$ cat config.mk
export PLATFORM = sky130hd
export DESIGN_NAME = rob_skid_buffer
export DESIGN_NICKNAME = d
export VERILOG_FILES = /design/src/rtl/skid_pkg.sv /design/src/rtl/skid_compact.sv /design/src/rtl/skid_fifo.sv /design/src/rtl/rob_skid_buffer.sv
export SDC_FILE = /design/constraint.sdc
export NUM_CORES = 2
export LEC_CHECK = 0
export ABC_AREA = 1
export BUFFER_PORTS_ARGS = -buffer_cell sky130_fd_sc_hd__buf_2
export CAP_MARGIN = 20
export CORE_AREA = 3 3 376 527
export DETAILED_ROUTE_END_ITERATION = 10
export DIE_AREA = 0 0 379 530
export PLACE_DENSITY = 0.51
export SLEW_MARGIN = 10
export SYNTH_ARGS = -nofsm -noshare
export SYNTH_HDL_FRONTEND = slang
export SYNTH_HIERARCHICAL = 1
export SYNTH_SLANG_ARGS = --single-unit
$ cat constraint.sdc
create_clock -name clk -period 8.36 [get_ports clk]
set_input_delay 0.418 -clock clk [delete_from_list [all_inputs] [get_ports clk]]
set_output_delay 0.418 -clock clk [all_outputs]
set_load 0.03 [all_outputs]
$ cat src/rtl/skid_pkg.sv
package skid_pkg;
  localparam int TID_W = 2;
  localparam int PC_W  = 32;
  localparam int SEQ_W = 16;

  typedef struct packed {
    logic             squash;
    logic [TID_W-1:0] tid;
    logic [PC_W-1:0]  pc;
    logic [SEQ_W-1:0] seq;
  } entry_t;
endpackage

$ cat src/rtl/skid_compact.sv
// Packs the kept entries of a W-wide group toward slot 0, preserving order.
module skid_compact
  import skid_pkg::*;
#(
  parameter int W = 4
) (
  input  logic [W-1:0]               keep_i,
  input  entry_t                     data_i [W],
  output entry_t                     data_o [W],
  output logic [W-1:0]               valid_o,
  output logic [$clog2(W+1)-1:0]     cnt_o
);
  localparam int CNT_W = $clog2(W+1);

  always_comb begin
    int pos;
    pos = 0;
    valid_o = '0;
    for (int o = 0; o < W; o++) data_o[o] = '0;
    for (int i = 0; i < W; i++) begin
      if (keep_i[i]) begin
        for (int o = 0; o < W; o++) begin
          if (o == pos) begin
            data_o[o]  = data_i[i];
            valid_o[o] = 1'b1;
          end
        end
        pos = pos + 1;
      end
    end
    cnt_o = CNT_W'(pos);
  end
endmodule

$ cat src/rtl/skid_fifo.sv
// Ring buffer with up to W pushes and W pops per cycle; head window read out.
module skid_fifo
  import skid_pkg::*;
#(
  parameter int W     = 4,
  parameter int DEPTH = 8
) (
  input  logic                         clk,
  input  logic                         rst,
  input  logic                         flush,
  input  logic [$clog2(W+1)-1:0]       push_cnt,
  input  entry_t                       push_data [W],
  input  logic [$clog2(W+1)-1:0]       pop_cnt,
  output entry_t                       head_data [W],
  output logic [$clog2(DEPTH+1)-1:0]   occ
);
  localparam int CNT_W = $clog2(W+1);
  localparam int IDX_W = $clog2(DEPTH);
  localparam int OCC_W = $clog2(DEPTH+1);

  entry_t            mem [DEPTH];
  logic [IDX_W-1:0]  head_q;
  logic [IDX_W-1:0]  tail_q;
  logic [OCC_W-1:0]  occ_q;

  // Storage: no reset, written only at the tail window.
  always_ff @(posedge clk) begin
    for (int i = 0; i < W; i++) begin
      if (!flush && (CNT_W'(i) < push_cnt))
        mem[tail_q + IDX_W'(i)] <= push_data[i];
    end
  end

  always_ff @(posedge clk) begin
    if (rst || flush) begin
      head_q <= '0;
      tail_q <= '0;
      occ_q  <= '0;
    end else begin
      head_q <= head_q + IDX_W'(pop_cnt);
      tail_q <= tail_q + IDX_W'(push_cnt);
      occ_q  <= occ_q - OCC_W'(pop_cnt) + OCC_W'(push_cnt);
    end
  end

  for (genvar s = 0; s < W; s++) begin : g_head
    assign head_data[s] = mem[head_q + IDX_W'(s)];
  end

  assign occ = occ_q;
endmodule

$ cat src/rtl/rob_skid_buffer.sv
module rob_skid_buffer
  import skid_pkg::*;
#(
  parameter int W     = 4,
  parameter int DEPTH = 2 * W
) (
  input  logic               clk,
  input  logic               rst,
  input  logic               flush,
  input  logic               commit_active,
  input  logic [W-1:0]       ren_valid,
  input  logic [W-1:0]       ren_squash,
  input  logic [W*TID_W-1:0] ren_tid,
  input  logic [W*PC_W-1:0]  ren_pc,
  input  logic [W*SEQ_W-1:0] ren_seq,
  output logic               rename_ready,
  output logic [W-1:0]       ins_valid,
  output logic [W*TID_W-1:0] ins_tid,
  output logic [W*PC_W-1:0]  ins_pc,
  output logic [W*SEQ_W-1:0] ins_seq
);
  localparam int CNT_W = $clog2(W+1);
  localparam int OCC_W = $clog2(DEPTH+1);
  localparam int SUM_W = OCC_W + 1;

  entry_t             raw_ent   [W];
  entry_t             in_pk     [W];
  logic [W-1:0]       in_pk_vld;
  logic [CNT_W-1:0]   in_cnt;

  entry_t             head_ent  [W];
  logic [OCC_W-1:0]   skid_occ;

  entry_t             cand      [W];
  logic [W-1:0]       cand_keep;
  entry_t             out_pk    [W];
  logic [W-1:0]       out_pk_vld;
  logic [CNT_W-1:0]   out_cnt;

  logic [W-1:0]       push_keep;
  entry_t             push_ent  [W];
  logic [W-1:0]       push_vld;
  logic [CNT_W-1:0]   push_cnt;

  logic [CNT_W-1:0]   take_skid;
  logic [CNT_W-1:0]   take_ren;
  logic [CNT_W-1:0]   take_all;
  logic [SUM_W-1:0]   avail;
  logic               taking;

  entry_t             out_q     [W];
  logic [W-1:0]       out_vld_q;

  // Unpack the incoming group into entries.
  for (genvar g = 0; g < W; g++) begin : g_unpack
    assign raw_ent[g].squash = ren_squash[g];
    assign raw_ent[g].tid    = ren_tid[g*TID_W +: TID_W];
    assign raw_ent[g].pc     = ren_pc[g*PC_W +: PC_W];
    assign raw_ent[g].seq    = ren_seq[g*SEQ_W +: SEQ_W];
  end

  // Close gaps between valid input slots.
  skid_compact #(.W(W)) u_in_pack (
    .keep_i  (ren_valid),
    .data_i  (raw_ent),
    .data_o  (in_pk),
    .valid_o (in_pk_vld),
    .cnt_o   (in_cnt)
  );

  // Insertion budget split between parked and fresh instructions.
  assign taking = commit_active && !flush;
  assign avail  = SUM_W'(skid_occ) + SUM_W'(in_cnt);

  always_comb begin
    if (!taking) begin
      take_skid = '0;
      take_all  = '0;
    end else begin
      take_skid = (skid_occ > OCC_W'(W)) ? CNT_W'(W) : CNT_W'(skid_occ);
      take_all  = (avail > SUM_W'(W)) ? CNT_W'(W) : CNT_W'(avail);
    end
    take_ren = take_all - take_skid;
  end

  // Slot candidates: parked head first, then fresh packed entries.
  always_comb begin
    for (int s = 0; s < W; s++) begin
      int idx;
      idx          = s - int'(take_skid);
      cand[s]      = '0;
      cand_keep[s] = 1'b0;
      if (CNT_W'(s) < take_skid) begin
        cand[s]      = head_ent[s];
        cand_keep[s] = 1'b1;
      end else if (CNT_W'(s) < take_all) begin
        for (int j = 0; j < W; j++) begin
          if (j == idx) begin
            cand[s]      = in_pk[j];
            cand_keep[s] = !in_pk[j].squash;
          end
        end
      end
    end
  end

  skid_compact #(.W(W)) u_out_pack (
    .keep_i  (cand_keep),
    .data_i  (cand),
    .data_o  (out_pk),
    .valid_o (out_pk_vld),
    .cnt_o   (out_cnt)
  );

  // Leftover fresh instructions go to the ring; squashed ones are dropped.
  always_comb begin
    for (int j = 0; j < W; j++) begin
      push_keep[j] = in_pk_vld[j] && !flush && !in_pk[j].squash &&
                     (CNT_W'(j) >= take_ren);
    end
  end

  skid_compact #(.W(W)) u_push_pack (
    .keep_i  (push_keep),
    .data_i  (in_pk),
    .data_o  (push_ent),
    .valid_o (push_vld),
    .cnt_o   (push_cnt)
  );

  skid_fifo #(.W(W), .DEPTH(DEPTH)) u_ring (
    .clk       (clk),
    .rst       (rst),
    .flush     (flush),
    .push_cnt  (push_cnt),
    .push_data (push_ent),
    .pop_cnt   (take_skid),
    .head_data (head_ent),
    .occ       (skid_occ)
  );

  // Registered output stage.
  always_ff @(posedge clk) begin
    if (rst) begin
      out_vld_q <= '0;
      for (int s = 0; s < W; s++) out_q[s] <= '0;
    end else begin
      out_vld_q <= out_pk_vld;
      for (int s = 0; s < W; s++) out_q[s] <= out_pk[s];
    end
  end

  for (genvar g = 0; g < W; g++) begin : g_pack_out
    assign ins_tid[g*TID_W +: TID_W] = out_q[g].tid;
    assign ins_pc[g*PC_W +: PC_W]    = out_q[g].pc;
    assign ins_seq[g*SEQ_W +: SEQ_W] = out_q[g].seq;
  end

  assign ins_valid    = out_vld_q;
  assign rename_ready = (SUM_W'(skid_occ) + SUM_W'(W)) <= SUM_W'(DEPTH);
endmodule

# Word-level counts from Yosys, hierarchy flattened
# Memory sizes are Yosys's and may differ from the RTL's. A register that Yosys moved wholly into a read port is not among the register bits.
# Cells that the tools add are included.
# W data, S select, Z words.
dict set report classes {
  mux 159
  bitwise_logic 4
  eq_ne 39
  addsub 25
  order_cmp 19
  reduce_logical 36
}
# cell count
set ops {}
lappend ops {{$mux W51} 67}
lappend ops {{$mux W204} 9}
lappend ops {{$logic_not A32 Y1} 13}
lappend ops {{$eq A3 B32 Y1 const A} 12}
lappend ops {{$eq A2 B32 Y1 const A} 6}
lappend ops {{$mux W32} 6}
lappend ops {{$add A32 B2 Y32 const B} 3}
lappend ops {{$mux W1} 64}
lappend ops {{$eq A3 B4 Y1 const A} 8}
lappend ops {{$mux W4} 6}
lappend ops {{$mux W3} 7}
lappend ops {{$add A3 B2 Y3 const B} 6}
lappend ops {{$lt A1 B3 Y1 const A} 6}
lappend ops {{$lt A2 B3 Y1 const A} 6}
lappend ops {{$logic_and A1 B1 Y1} 17}
lappend ops {{$eq A2 B4 Y1 const A} 4}
lappend ops {{$eq A2 B1 Y1 const A} 6}
lappend ops {{$sub A1 B3 Y4 const A} 2}
lappend ops {{$sub A2 B3 Y4 const A} 2}
lappend ops {{$add A1 B1 Y2 const B} 3}
lappend ops {{$add A3 B1 Y3 const B} 2}
lappend ops {{$add A3 B3 Y3} 2}
lappend ops {{$ge A1 B3 Y1 const A} 2}
lappend ops {{$ge A2 B3 Y1 const A} 2}
lappend ops {{other kinds (12)} 21}
dict set report word_totals {
  reg_bits 14
  mem_count 2
  input_bits 212
  ram_bits 612
}
# name depth width read_ports rd_ports_with_merged_regs write_ports line
set mem_list {}
lappend mem_list {u_ring.mem 8 51 4 1 4 skid_fifo.sv:21} ;# entry_t mem [DEPTH];
lappend mem_list {out_q 4 51 4 0 4 rob_skid_buffer.sv:51} ;# entry_t out_q [W];

# Depth between registers and ports, before layout
dict set report logic_depth {
  depth_word 25
  ltp_mapped 46
  ltp_nobuf 41
}

# By module
# Netlist, hierarchy kept.
# module instances cells_each seq_area_each_um2 area_each_um2
set by_module_without_submodules {}
lappend by_module_without_submodules {skid_fifo 1 6523 12451.9 39095.0}
lappend by_module_without_submodules {skid_compact 3 1264 0.0 5422.7}
lappend by_module_without_submodules {rob_skid_buffer 1 2093 4083.9 12250.5}

# Least setup slack after synthesis
# OpenSTA, ideal clock, no wires.
dict set report synth_timing {
  path_type {in2reg}
  from {input port ren_valid[0]}
  to {memory u_ring/mem[1][0] in the netlist's numbering (enable)}
  arrival_ns 8.425
  path_stages 38
  n_path_buf 4
  required_ns 7.882
  setup_slack_ns -0.543
  setup_ns 0.478
  cell_sequence {buf_2 > clkinv_1 > clkbuf_1 > ha_1 > nand2_2 > o21ai_0 > nor2_1 > inv_1 > ha_1 > nand2_1 > nand2_1 > ha_1 > xor2_1 > nand2_1 > nand2_1 > nor2_1 > nand3_1 > ha_1 > [... 2 more ...] > inv_1 > nand3_1 > nor2_1 > buf_2 > buf_1 > inv_1 > ha_1 > nand2_2 > o21ai_0 > nor2_1 > inv_1 > ha_1 > nand2_1 > nand2_1 > nor2_2 > nand2_1 > nand2_1 > o2111ai_1}
}
# item line
set synth_rtl {}
lappend synth_rtl {{start, declared} rob_skid_buffer.sv:11} ;# input logic [W-1:0] ren_valid,
lappend synth_rtl {{end, declared} skid_fifo.sv:21}

==> impl_metrics.py <==
metrics = {
    "status": {
        "status": "finished, final reports clean",
    },
    "clock_tree": {
        "hold_buffers": 0,
        "postCtsResizedCells": 0,
        "path_clk_slew_ns": 0.06,
        "cts.sinks": 614,
        "clock_path_buffers": 3,
        "cts_root_buf": "clkbuf_16",
        "post-cts-setup-buffers": 0,
        "cts_tree": "built",
        "worstSkewPairLatency_ns": 0.71,
        "ctsHtreeMaxLevel": 3,
        "cts_made_buffers": 73,
    },
    "pwr": {
        "comb_power_share": 0.557,
        "pwr-share-clk": 0.206,
        "p_per_area_mw_per_mm2": 230,
        "sw_frac_of_total": 0.520,
        "intPower_uw": 7980,
        "p_leak_uw": 0.0343,
        "switchingPower_uw": 8630,
        "ir_drop_mv": 0.316,
        "p_seq_frac": 0.237,
    },
    "grt": {
        "grt_pass1_vias": 74200,
        "grt-ovfl-total": 0,
        "grt_max_degree": 230,
        "grt_usage": 0.355,
        "grt_pass1_wl_um": 528000,
        "antenna_found_initial": 24,
    },
    "worst_setup_path": {
        "crit_path_max_fanout": 50,
        "critical_path_required_ns": 8.70,
        "cp-startpoint": "ren_valid[0]",
        "slowest_delay_ns": 0.70,
        "critical-path-slowest-cell": "fa_1",
        "rrSetupSlack_ns": 1.61,
        "cp-start-kind": "input port",
        "crit_type": "input port to flop",
        "critical_path.endpoint": "u_ring/mem[4][30]",
        "r2r_cells": 29,
        "critPathCaptureType": "flop",
        "cp_data_arrival_time_ns": 7.37,
        "cp_common_cell": "inv_1",
        "reg2reg_to": "u_ring/mem[4][30]",
        "rr_startpoint": "u_ring/occ[0]",
    },
    "place": {
        "dpl.hpwl_um": 252000,
        "dp_slack_ns": 0.783,
        "portBuffers": 416,
        "place_congestion": 0.978,
    },
    "timing": {
        "max_freq_mhz": 142,
        "finalHoldViolations": 0,
        "post-route-period-util": 0.842,
        "report.final.slew_viol_count": 0,
        "timing.hold.ws_ns": 0.223,
        "setup_viol": 0,
        "rsz0062_at_grt": "false",
        "worst_pin_slew_ns": 1.31,
        "postLayoutSetupSlackWorst_ns": 1.32,
        "max-slew-margin-rel": 0.126,
        "finClkSkew_ns": 0.0337,
        "period_needed_ns": 7.04,
    },
    "detailed_routing": {
        "ant_nets": 0,
        "vias_per_cell": 5.76,
        "num_vias": 83200,
        "routedWlPerCell_um": 25.9,
        "wl_um": 373000,
        "drc_errors": 0,
        "drt_iter0_drc": 12000,
        "first_pass_iters": 7,
    },
    "floorplanning": {
        "coreArea_sq_mm": 0.194,
        "rows": 191,
        "die_h_um": 530,
        "initial_utilization": 0.344,
        "die_area_sq_mm": 0.201,
        "die_w_um": 379,
        "ioPinCount": 417,
    },
    "layout": {
        "drive_gt1_frac": 0.0858,
        "final_cell_mix": "5,436 x nand2_1, 1,378 x nand3_1, 1,188 x inv_1",
        "area_growth_pct": 8.67,
        "nNetsFinal": 12100,
        "mostFrequentLayoutCell": "nand2_1",
        "nFillCells": 21400,
        "ff_latch_area_sq_mm": 0.0163,
        "multi_input_area_sq_mm": 0.0413,
    },
    "synthesis": {
        "syn-cell-area_sq_mm": 0.0666,
        "ys_warn_count": 6,
        "synth.net_count": 12500,
        "synth_area_per_cell_sq_um": 5.45,
        "syn_inst": 12200,
    },
    "min_path": {
        "hold_path.class": "input port to flop",
        "holdCritStartpoint": "rst",
    },
    "job": {
        "drv_cap": 0,
    },
}
==> registers in the layout (all words and copies together), names as in the netlist <==
name	count
u_ring/mem	400
out_q	200
u_ring/tail_q	3
ins_valid	4
u_ring/occ	4
u_ring/head_q	3
==> layout make-up <==
class / count / share of cell area
clock inverters: 42 / 0.00616
inverters: 1231 / 0.0641
well taps: 2509 / 0.0434
clock buffers: 91 / 0.0273
diodes: 10 / 0.000346
flip-flops and latches: 614 / 0.225
multi-input cells: 9285 / 0.571
repair buffers: 652 / 0.0622
==> how the worst min path moves through the flow <==
| stage | cells past startpoint | end | slack [ns] |
|---|---|---|---|
| after global placement | 2 | u_ring/tail_q[2] | 0.63 |
| after floorplan | 2 | u_ring/head_q[2] | 0.51 |
| after global routing | 2 | out_q[1][44] | 0.25 |
| final | 2 | out_q[2][49] | 0.22 |
| after detailed placement | 2 | u_ring/tail_q[2] | 0.63 |
| after CTS | 2 | out_q[1][44] | 0.20 |
==> stage by stage <==
| stage | power [uW] | setup TNS (ns) | instance area [sq um] | utilization | instances |
|---|---|---|---|---|---|
| 6_report | 16600 | 0 | 72300 | 0.374 | 14400 |
| 5_1_grt | 17600 | 0 | 72300 | 0.374 | 14400 |
| 4_1_cts | 16300 | 0 | 72300 | 0.373 | 14400 |
| 3_5_place_dp | 12900 | 0 | 69800 | 0.361 | 14300 |
| 3_3_place_gp | 12800 | 0 | 69800 | 0.361 | 14300 |
| 2_1_floorplan | 9790 | -8.22 | 66600 | - | 12200 |
==> power groups by stage <==
stage | registers, uW | clock network (uW) | logic [uW]
4_1_cts | 3940 | 3470 | 8900
6_report | 3940 | 3420 | 9240
5_1_grt | 3960 | 3570 | 10000
3_3_place_gp | 4000 | 0 | 8810
2_1_floorplan | 4060 | 0 | 5740
3_5_place_dp | 4000 | 0 | 8880
==> metal layers <==
layer | up-vias | GRT usage | routed length [um]
li1 | 37900 | - | -
met1 | 38400 | 0.484 | 154000
met2 | 5769 | 0.520 | 152000
met3 | 1070 | 0.109 | 49800
met4 | 22 | 0.135 | 16500
met5 | - | 0.00484 | 278
==> worst max-delay path, delay by kind of cell <==
family	cells	cell delay, ns
xor+xnor	1	0.25
buf+inv	10	1.57
fa+ha+maj	7	2.35
compound gates	2	0.41
simple gates	16	2.29
(Power assumes the default switching activity.)
